[src/rtl/alu16_pkg.sv]
package alu16_pkg;

    typedef enum logic [3:0] {
        FN_ADD  = 4'h0,
        FN_SUB  = 4'h1,
        FN_ADC  = 4'h2,
        FN_SBC  = 4'h3,
        FN_AND  = 4'h4,
        FN_OR   = 4'h5,
        FN_XOR  = 4'h6,
        FN_ANDN = 4'h7,
        FN_CMP  = 4'h8,
        FN_SRL  = 4'h9,
        FN_SRA  = 4'hA
    } alu_fn_e;

    typedef struct packed {
        logic z;
        logic n;
        logic c;
        logic v;
    } alu_flags_t;

    localparam logic [3:0] FN_LAST = 4'hA;

    function automatic logic fn_valid(input logic [3:0] f);
        return f <= FN_LAST;
    endfunction

endpackage

[src/rtl/alu16_addsub.sv]
module alu16_addsub #(
    parameter int WIDTH = 16
) (
    input  logic [WIDTH-1:0] a_i,
    input  logic [WIDTH-1:0] b_i,
    input  logic             invert_b_i,
    input  logic             cin_i,
    output logic [WIDTH-1:0] sum_o,
    output logic             cout_o,
    output logic             ovf_o
);
    localparam int MSB = WIDTH - 1;

    logic [WIDTH-1:0] b_eff;
    logic [WIDTH:0]   full;

    always_comb begin
        b_eff  = invert_b_i ? ~b_i : b_i;
        full   = {1'b0, a_i} + {1'b0, b_eff} + {{WIDTH{1'b0}}, cin_i};
        sum_o  = full[MSB:0];
        cout_o = full[WIDTH];
        ovf_o  = (a_i[MSB] == b_eff[MSB]) && (full[MSB] != a_i[MSB]);
    end
endmodule

[src/rtl/alu16_logic.sv]
module alu16_logic #(
    parameter int WIDTH = 16
) (
    input  logic [WIDTH-1:0] a_i,
    input  logic [WIDTH-1:0] b_i,
    input  logic [1:0]       sel_i,
    output logic [WIDTH-1:0] y_o
);
    always_comb begin
        unique case (sel_i)
            2'd0:    y_o = a_i & b_i;
            2'd1:    y_o = a_i | b_i;
            2'd2:    y_o = a_i ^ b_i;
            default: y_o = a_i & ~b_i;
        endcase
    end
endmodule

[src/rtl/alu16_shift.sv]
module alu16_shift #(
    parameter int WIDTH = 16
) (
    input  logic [WIDTH-1:0] x_i,
    input  logic             arith_i,
    output logic [WIDTH-1:0] y_o
);
    localparam int MSB = WIDTH - 1;

    always_comb begin
        y_o = {arith_i & x_i[MSB], x_i[MSB:1]};
    end
endmodule

[src/rtl/alu16_core.sv]
module alu16_core
    import alu16_pkg::*;
#(
    parameter int WIDTH = 16
) (
    input  logic             clk,
    input  logic             rst,
    input  logic             en,
    input  logic             imm_form,
    input  logic [3:0]       fn,
    input  logic [WIDTH-1:0] dst_val,
    input  logic [WIDTH-1:0] src_val,
    output logic [WIDTH-1:0] result,
    output logic             wr_en,
    output logic             flag_z,
    output logic             flag_n,
    output logic             flag_c,
    output logic             flag_v
);
    localparam int MSB = WIDTH - 1;

    typedef struct packed {
        alu_flags_t flags;
    } core_state_t;

    core_state_t state_d, state_q;

    logic [WIDTH-1:0] opa, opb;
    logic             is_arith, is_logic, is_shift, is_valid;
    logic             inv_b, carry_in;
    logic [WIDTH-1:0] sum_y, logic_y, shift_y;
    logic             sum_c, sum_v;

    // Operand order and function-class decode
    always_comb begin
        opa      = imm_form ? src_val : dst_val;
        opb      = imm_form ? dst_val : src_val;
        is_valid = fn_valid(fn);
        is_arith = (fn <= FN_SBC) || (fn == FN_CMP);
        is_logic = (fn[3:2] == 2'b01);
        is_shift = (fn == FN_SRL) || (fn == FN_SRA);
        inv_b    = (fn == FN_SUB) || (fn == FN_SBC) || (fn == FN_CMP);
        unique case (fn)
            FN_ADC, FN_SBC: carry_in = state_q.flags.c;
            FN_SUB, FN_CMP: carry_in = 1'b1;
            default:        carry_in = 1'b0;
        endcase
    end

    alu16_addsub #(.WIDTH(WIDTH)) i_addsub (
        .a_i        (opa),
        .b_i        (opb),
        .invert_b_i (inv_b),
        .cin_i      (carry_in),
        .sum_o      (sum_y),
        .cout_o     (sum_c),
        .ovf_o      (sum_v)
    );

    alu16_logic #(.WIDTH(WIDTH)) i_logic (
        .a_i   (opa),
        .b_i   (opb),
        .sel_i (fn[1:0]),
        .y_o   (logic_y)
    );

    alu16_shift #(.WIDTH(WIDTH)) i_shift (
        .x_i     (dst_val),
        .arith_i (fn == FN_SRA),
        .y_o     (shift_y)
    );

    // Result selection, write enable, next flags
    always_comb begin
        if (is_arith)      result = sum_y;
        else if (is_logic) result = logic_y;
        else if (is_shift) result = shift_y;
        else               result = '0;

        wr_en = en && is_valid && (fn != FN_CMP);

        state_d = state_q;
        if (en && is_valid) begin
            state_d.flags.z = (result == '0);
            state_d.flags.n = result[MSB];
            if (is_arith) begin
                state_d.flags.c = sum_c;
                state_d.flags.v = sum_v;
            end
        end
    end

    always_ff @(posedge clk) begin
        if (rst) state_q <= '0;
        else     state_q <= state_d;
    end

    assign flag_z = state_q.flags.z;
    assign flag_n = state_q.flags.n;
    assign flag_c = state_q.flags.c;
    assign flag_v = state_q.flags.v;


    flags_hold_chk: assert property (@(posedge clk) disable iff (rst)
        (!en || fn > FN_LAST) |=> $stable({flag_z, flag_n, flag_c, flag_v}));


    zero_flag_chk: assert property (@(posedge clk) disable iff (rst)
        (en && fn <= FN_LAST) |=> (flag_z == ($past(result) == '0)));


    neg_flag_chk: assert property (@(posedge clk) disable iff (rst)
        (en && fn <= FN_LAST) |=> (flag_n == $past(result[MSB])));


    cv_keep_chk: assert property (@(posedge clk) disable iff (rst)
        (en && (fn[3:2] == 2'b01 || fn == FN_SRL || fn == FN_SRA))
        |=> $stable({flag_c, flag_v}));


    cmp_no_write_chk: assert property (@(posedge clk) disable iff (rst)
        (fn == FN_CMP || fn > FN_LAST) |-> !wr_en);

endmodule

[config.mk]
export PLATFORM = sky130hd
export DESIGN_NAME = alu16_core
export DESIGN_NICKNAME = d
export VERILOG_FILES = /design/src/rtl/alu16_pkg.sv /design/src/rtl/alu16_addsub.sv /design/src/rtl/alu16_logic.sv /design/src/rtl/alu16_shift.sv /design/src/rtl/alu16_core.sv
export SDC_FILE = /design/constraint.sdc
export NUM_CORES = 1
export LEC_CHECK = 0
export ABC_CLOCK_PERIOD_IN_PS = 6760
export BUFFER_PORTS_ARGS = -buffer_cell sky130_fd_sc_hd__buf_2
export CORE_MARGIN = 3
export CORE_UTILIZATION = 62
export DETAILED_ROUTE_END_ITERATION = 8
export PLACE_DENSITY = 0.89
export SYNTH_ARGS = -nofsm -noshare
export SYNTH_HDL_FRONTEND = slang
export SYNTH_SLANG_ARGS = --single-unit
export TNS_END_PERCENT = 30
[constraint.sdc]
create_clock -name clk -period 6.76 [get_ports clk]
set_input_delay 0.338 -clock clk [delete_from_list [all_inputs] [get_ports clk]]
set_output_delay 0.338 -clock clk [all_outputs]
set_load 0.02 [all_outputs]
* Yosys cells after proc, flatten, opt, wreduce, memory -nomap -nowiden
Index checks and enable logic that the tools add are counted.
** Cells by class
- $add $sub $neg :: 2
- $lt $le $gt $ge :: 2
- Equality and inequality tests :: 12
- Multiplexer cells :: 8
- Bitwise operators :: 6
- Reductions and logical operators :: 12
** Operator list (number)
- $mux 16 :: 6
- $pmux 16 s3 :: 1
- $and 16x16->16 :: 2
- $add 16x16->17 :: 1
- $add 17x1->17 :: 1
- $logic_not 16->1 :: 1
- $not 16->16 :: 1
- $or 16x16->16 :: 1
- $xor 16x16->16 :: 1
- $eq 4x4->1 const B :: 3
- $eq 4x2->1 const B :: 2
- $eq 2x1->1 const B :: 2
- $eq 4x1->1 const B :: 1
- $le 4x2->1 const B :: 1
- $le 4x4->1 const B :: 1
- $logic_or 1x1->1 :: 4
- $ne 4x4->1 const B :: 1
- $reduce_or 2->1 :: 2
- $logic_and 1x1->1 :: 3
- $eq 2x2->1 const B :: 1
- $logic_not 2->1 :: 1
- $pmux 1 s2 :: 1
- $reduce_and 2->1 :: 1
- $and 1x1->1 :: 1
- 2 further kinds :: 2
** Storage, ports and cells
- Register bits after elaboration :: 4
- Bits of input ports :: 40
- Output and inout bits :: 21
- Word-level logic and storage cells :: 46

* Logic depth before layout (Yosys ltp)
- Depth in word-level cells :: 8
- Gate-level depth with buffers :: 18
- Depth with buffers taken out :: 16

* By module
From an unflattened synthesis, not the netlist that was laid out.
** Unflattened totals
- Cells, all modules :: 511
- Area total of the unflattened synthesis :: 3652.3 µm²
** By module, submodules not included
- alu16_core :: times used 1, cells an instance 206, area each 1430.1 µm², sequential area each 80.1 µm²
- alu16_addsub :: times used 1, cells an instance 148, area each 1121.1 µm², sequential area each 0.0 µm²
- alu16_logic :: times used 1, cells an instance 141, area each 982.2 µm², sequential area each 0.0 µm²
- alu16_shift :: times used 1, cells an instance 16, area each 118.9 µm², sequential area each 0.0 µm²

* Worst setup path after synthesis
OpenSTA, ideal clock, no wires.
- Path type :: input port to flip-flop
- Start point :: input port fn[1]
- End point :: register state_q, in the netlist flag_z
- Setup time :: 0.114 ns
- Data arrival time :: 3.891 ns
- Required time :: 6.646 ns
- Setup slack :: 2.755 ns
- Stages on the path :: 18
- Path buffers :: 2
- Cells stage by stage :: inv_1 -> ha_1 -> buf_2 -> o21ai_0 -> buf_2 -> nor2_2 -> xor2_1 -> fa_1 -> inv_1 -> fa_1 -> a21o_1 -> a211oi_4 -> o21ai_0 -> xnor2_1 -> o21ai_0 -> nor3_1 -> and4b_1 -> a21o_1
** Between the ends
- Longest elaborated chain between the ends :: 8
- Elaborated cells on any way between the ends :: 28
- Those cells by class :: add/sub (2); order compare (2); eq/ne (8); mux (6); bitwise (1); reduce/logical (9)
** Ends and longest elaborated chain
- start, declared :: RTL line alu16_core.sv:10 : input logic [3:0] fn,
- $eq 4x1->1 / $eq 4x2->1 (equally long branches) :: RTL line alu16_core.sv:42, alu16_core.sv:43
- $logic_or 1x1->1 (2 in a row) :: RTL line alu16_core.sv:42 : inv_b = (fn == FN_SUB) || (fn == FN_SBC) || (fn == FN_CMP);
- $mux 16 :: RTL line alu16_addsub.sv:18 : b_eff = invert_b_i ? ~b_i : b_i;
- $add 16x16->17 :: RTL line alu16_addsub.sv:19 : full = {1'b0, a_i} + {1'b0, b_eff} + {{WIDTH{1'b0}}, cin_i};
- $add 17x1->17 :: RTL line alu16_addsub.sv:19
- $mux 16 (*) :: RTL line alu16_core.sv:75 : if (is_arith) result = sum_y;
- via result[8] :: RTL line alu16_core.sv:13 : output logic [WIDTH-1:0] result,
- $logic_not 16->1 (*) :: RTL line alu16_core.sv:84 : state_d.flags.z = (result == '0);
- end signal, assigned :: RTL line alu16_core.sv:95 : else state_q <= state_d;
- end, declared :: RTL line alu16_core.sv:26 : core_state_t state_d, state_q;
Mark *: on every way through the listed nets, which the timed path passes. The rest lies on a longest branch.
A chain may end at the register's enable or synchronous reset.

* Worst setup path after layout
- Start point :: input port fn[0]
- End point :: output port result[12]
** Between the ends
- Longest elaborated chain between the ends :: 7
- Elaborated cells on any way between the ends :: 24
- Those cells by class :: add/sub (2); order compare (1); eq/ne (8); mux (6); reduce/logical (7)
** Ends and longest elaborated chain (RTL line)
- $eq 4x1->1 / $eq 4x2->1 (equally long branches) :: alu16_core.sv:42, alu16_core.sv:43
- $logic_or 1x1->1 (2 in a row) :: alu16_core.sv:42
- $mux 16 :: alu16_addsub.sv:18
- $add 16x16->17 :: alu16_addsub.sv:19
- $add 17x1->17 :: alu16_addsub.sv:19
- $mux 16 (*) :: alu16_core.sv:75
- end, declared :: alu16_core.sv:13
Every way passes the cells marked *; elsewhere a longest branch is shown, timed or not.

==> metrics <==
status completed; Cell Rows 24; worst-case clock buffer depth 2; clk_skew roughly 11 ps; logic depth of the worst register-to-register path 13; Reg-to-Reg End flag_z; Total GRT Usage 0.305; Area Growth Syn to Fin 10.3%; PwrDens 153 nW/um^2; number of cells after detailed placement about 490; cell-by-cell listing of the critical path buf_2 > inv_1 > ha_1 > o21ai_0 > nor2_2 > xor2_1 > fa_1 > inv_1 > fa_1 > a21o_1 > a211oi_4 > nand2_1 > a31o_2 > xnor2_1 > a21oi_1 > buf_2; drt via density 6.64; width of the die 75.0 microns; die height 75.0 microns; per-instance average area after synthesis 7.41 sq um; max-slew headroom at the worst pin 0.186; worst vdd rail ir drop 153 uV; Max Transition Viols Final 0; antenna-violating nets left 0; maximum level of the CTS H-tree 1; first-pass GRT wire length about 14 mm; final routed wirelength across all metal layers between 8 and 9 mm; area share of the largest cell type after synthesis 0.148; number of input and output port buffers inserted 60; maximum fanout along the worst path 11; synthesized netlist net count 476; Synth Cell Area 2960 sq um; max-cap viol count 0; TritonCTS clock tree yes; Post-Synthesis Cells 399; worst r2r src flag_c; number of storage elements in the synthesis netlist 4; Final Instance Area 3260 sq um; diodes inserted 0; origin of the worst min-delay path rst; WP buf/inv 4; type of the worst setup path in2out; most frequent cell after synthesis a21oi_1; top_reg_cell synth dfxtp_1; dominant delay contributor by cell family on the critical path compound AO/OA/AOI/OAI gates; clock-pin transition on the worst setup and hold timing paths 30 ps; post-route DRC violation count 0; leakage dissipation 0.00149 uW; initial drt markers 355; detailed placer's ending HPWL approximately 6.3 mm; Area after DPL 3220 sq um; slowest cell on the critical path o21ai_0; final worst-path cycle share 0.676; core area 4470 sq um; total stage count of the critical path 16; routability congestion estimate roughly 0.96; capturing element type of the critical path output port; Root Buffer clkbuf_8; die area 5630 sq um; Distinct cells, synth 64; leading post-synthesis cells by cell area ha_1 15%, xnor2_1 8.6%, mux2i_1 7.1%, a21oi_1 6.8%, o21ai_0 6.3%; non-filler instance count after layout approximately 500; # IOs a little over 60; endpoint required time on the critical path 6420 ps; setup total negative slack 0 ps; Worst Max-Slew Pin Slew 1210 ps; Worst setup endpoint result[12]; Post-synth ARST share 0; share of post-route cells with drive strength above 1 0.207; number of failing setup endpoints in the final timing report 0; Fmax between 200 and 250 MHz; Synth Warn # 0; largest area contributor in the synthesized netlist ha_1; final net count roughly 520; Worst Hold Class in2reg; buffers inserted during post-CTS setup optimization 0; minimum setup slack among reg-to-reg paths between 3000 and 4000 ps; register area share after synthesis 0.0271; hold buffer count at cts 0; Worst Path Arrival 4230 ps; post-DR wirelength/cell 16.9 microns; number of vias after detailed routing 3292; clk sinks 4; unrepaired setup endpoints after global routing no; post_cts resized 0; count of final hold-check violations 0; startpoint class of the critical path input pin; worst setup path startpoint fn[0]; drt first pass iters 6; number of clock buffers inserted by TritonCTS 3; starting density of the core 0.661; Slowest Stage Delay on Critical Path 930 ps; number of antenna violations at the first check in global routing 0; minimum clock period after layout approximately 4600 ps; global route total overflow 0; worst skew pair latency ~230 ps; vias in the first global route 3009; number of flops mapped to enable cells by yosys 0; most used standard cells in the synthesized netlist 40 x a21oi_1, 37 x o21ai_0, 35 x ha_1; maximum number of pins on one net before global-route repair 33
## worst min path at each step
stage | to | slack [ps] | depth (start not counted)
2_1_floorplan | flag_v | 410 | 1
3_3_place_gp | flag_v | 440 | 2
3_5_place_dp | flag_v | 450 | 2
4_1_cts | flag_v | 370 | 2
5_1_grt | flag_v | 410 | 2
6_report | flag_v | 390 | 2
## logic make-up after synthesis
group                    after synthesis  synth area share
buffers and inverters                 46            0.0754
adder cells (fa/ha/maj)               37             0.162
flip-flops                             4            0.0271
multiplexers                          31             0.125
AND/OR/NAND/NOR                      101             0.185
AO/OA/AOI/OAI                        144             0.318
XOR/XNOR                              36             0.107
## sequential cells by signal, summed over array words and instances (netlist names)
name,count
flag_c,1
flag_n,1
flag_v,1
flag_z,1
## layout by cell type (no fill, tap or decap), drive strengths merged, types with 6 or more instances in the layout
cell    count
a211oi      6
a21o        6
a21oi      42
a22oi       6
buf        64
ha         35
inv        24
mux2i      26
nand2      32
nand2b      8
nand3b      8
nor2       17
nor3        9
o21a        7
o21ai      39
xnor2      29
xor2        7
## report_power, final
group | switching [uW] | internal (uW) | total, uW
registers | 0.668 | 24.9 | 25.6
clock network | 16.6 | 38.3 | 54.9
logic | 248 | 170 | 419
total | 265 | 234 | 499
## layer usage
metal,track usage,vias up,wire length [microns]
met5,0,-,0
met4,0.107,0,271
met3,0.0387,30,640
met2,0.512,175,3920
met1,0.398,1513,3570
li1,-,1574,-
## metrics by stage
| stage | util | hold slack [ps] | total power [uW] | worst slack [ps] |
|---|---|---|---|---|
| after floorplan | - | 407 | 341 | 2760 |
| after global placement | 0.719 | 438 | 425 | 2410 |
| after detailed placement | 0.719 | 449 | 435 | 2270 |
| after CTS | 0.728 | 375 | 492 | 2260 |
| after global routing | 0.728 | 409 | 543 | 1910 |
| final | 0.728 | 386 | 499 | 2190 |
## layout make-up
cell class | count | area, sq um
Sequential cell | 4 | 80.1
Tap cell | 52 | 65.1
Clock buffer | 3 | 41.3
Multi-Input combinational cell | 349 | 2650
Timing Repair Buffer | 64 | 330
Inverter | 24 | 90.1
Fill cell | 371 | 1210
Note: power is estimated with default switching activity, not from simulation.
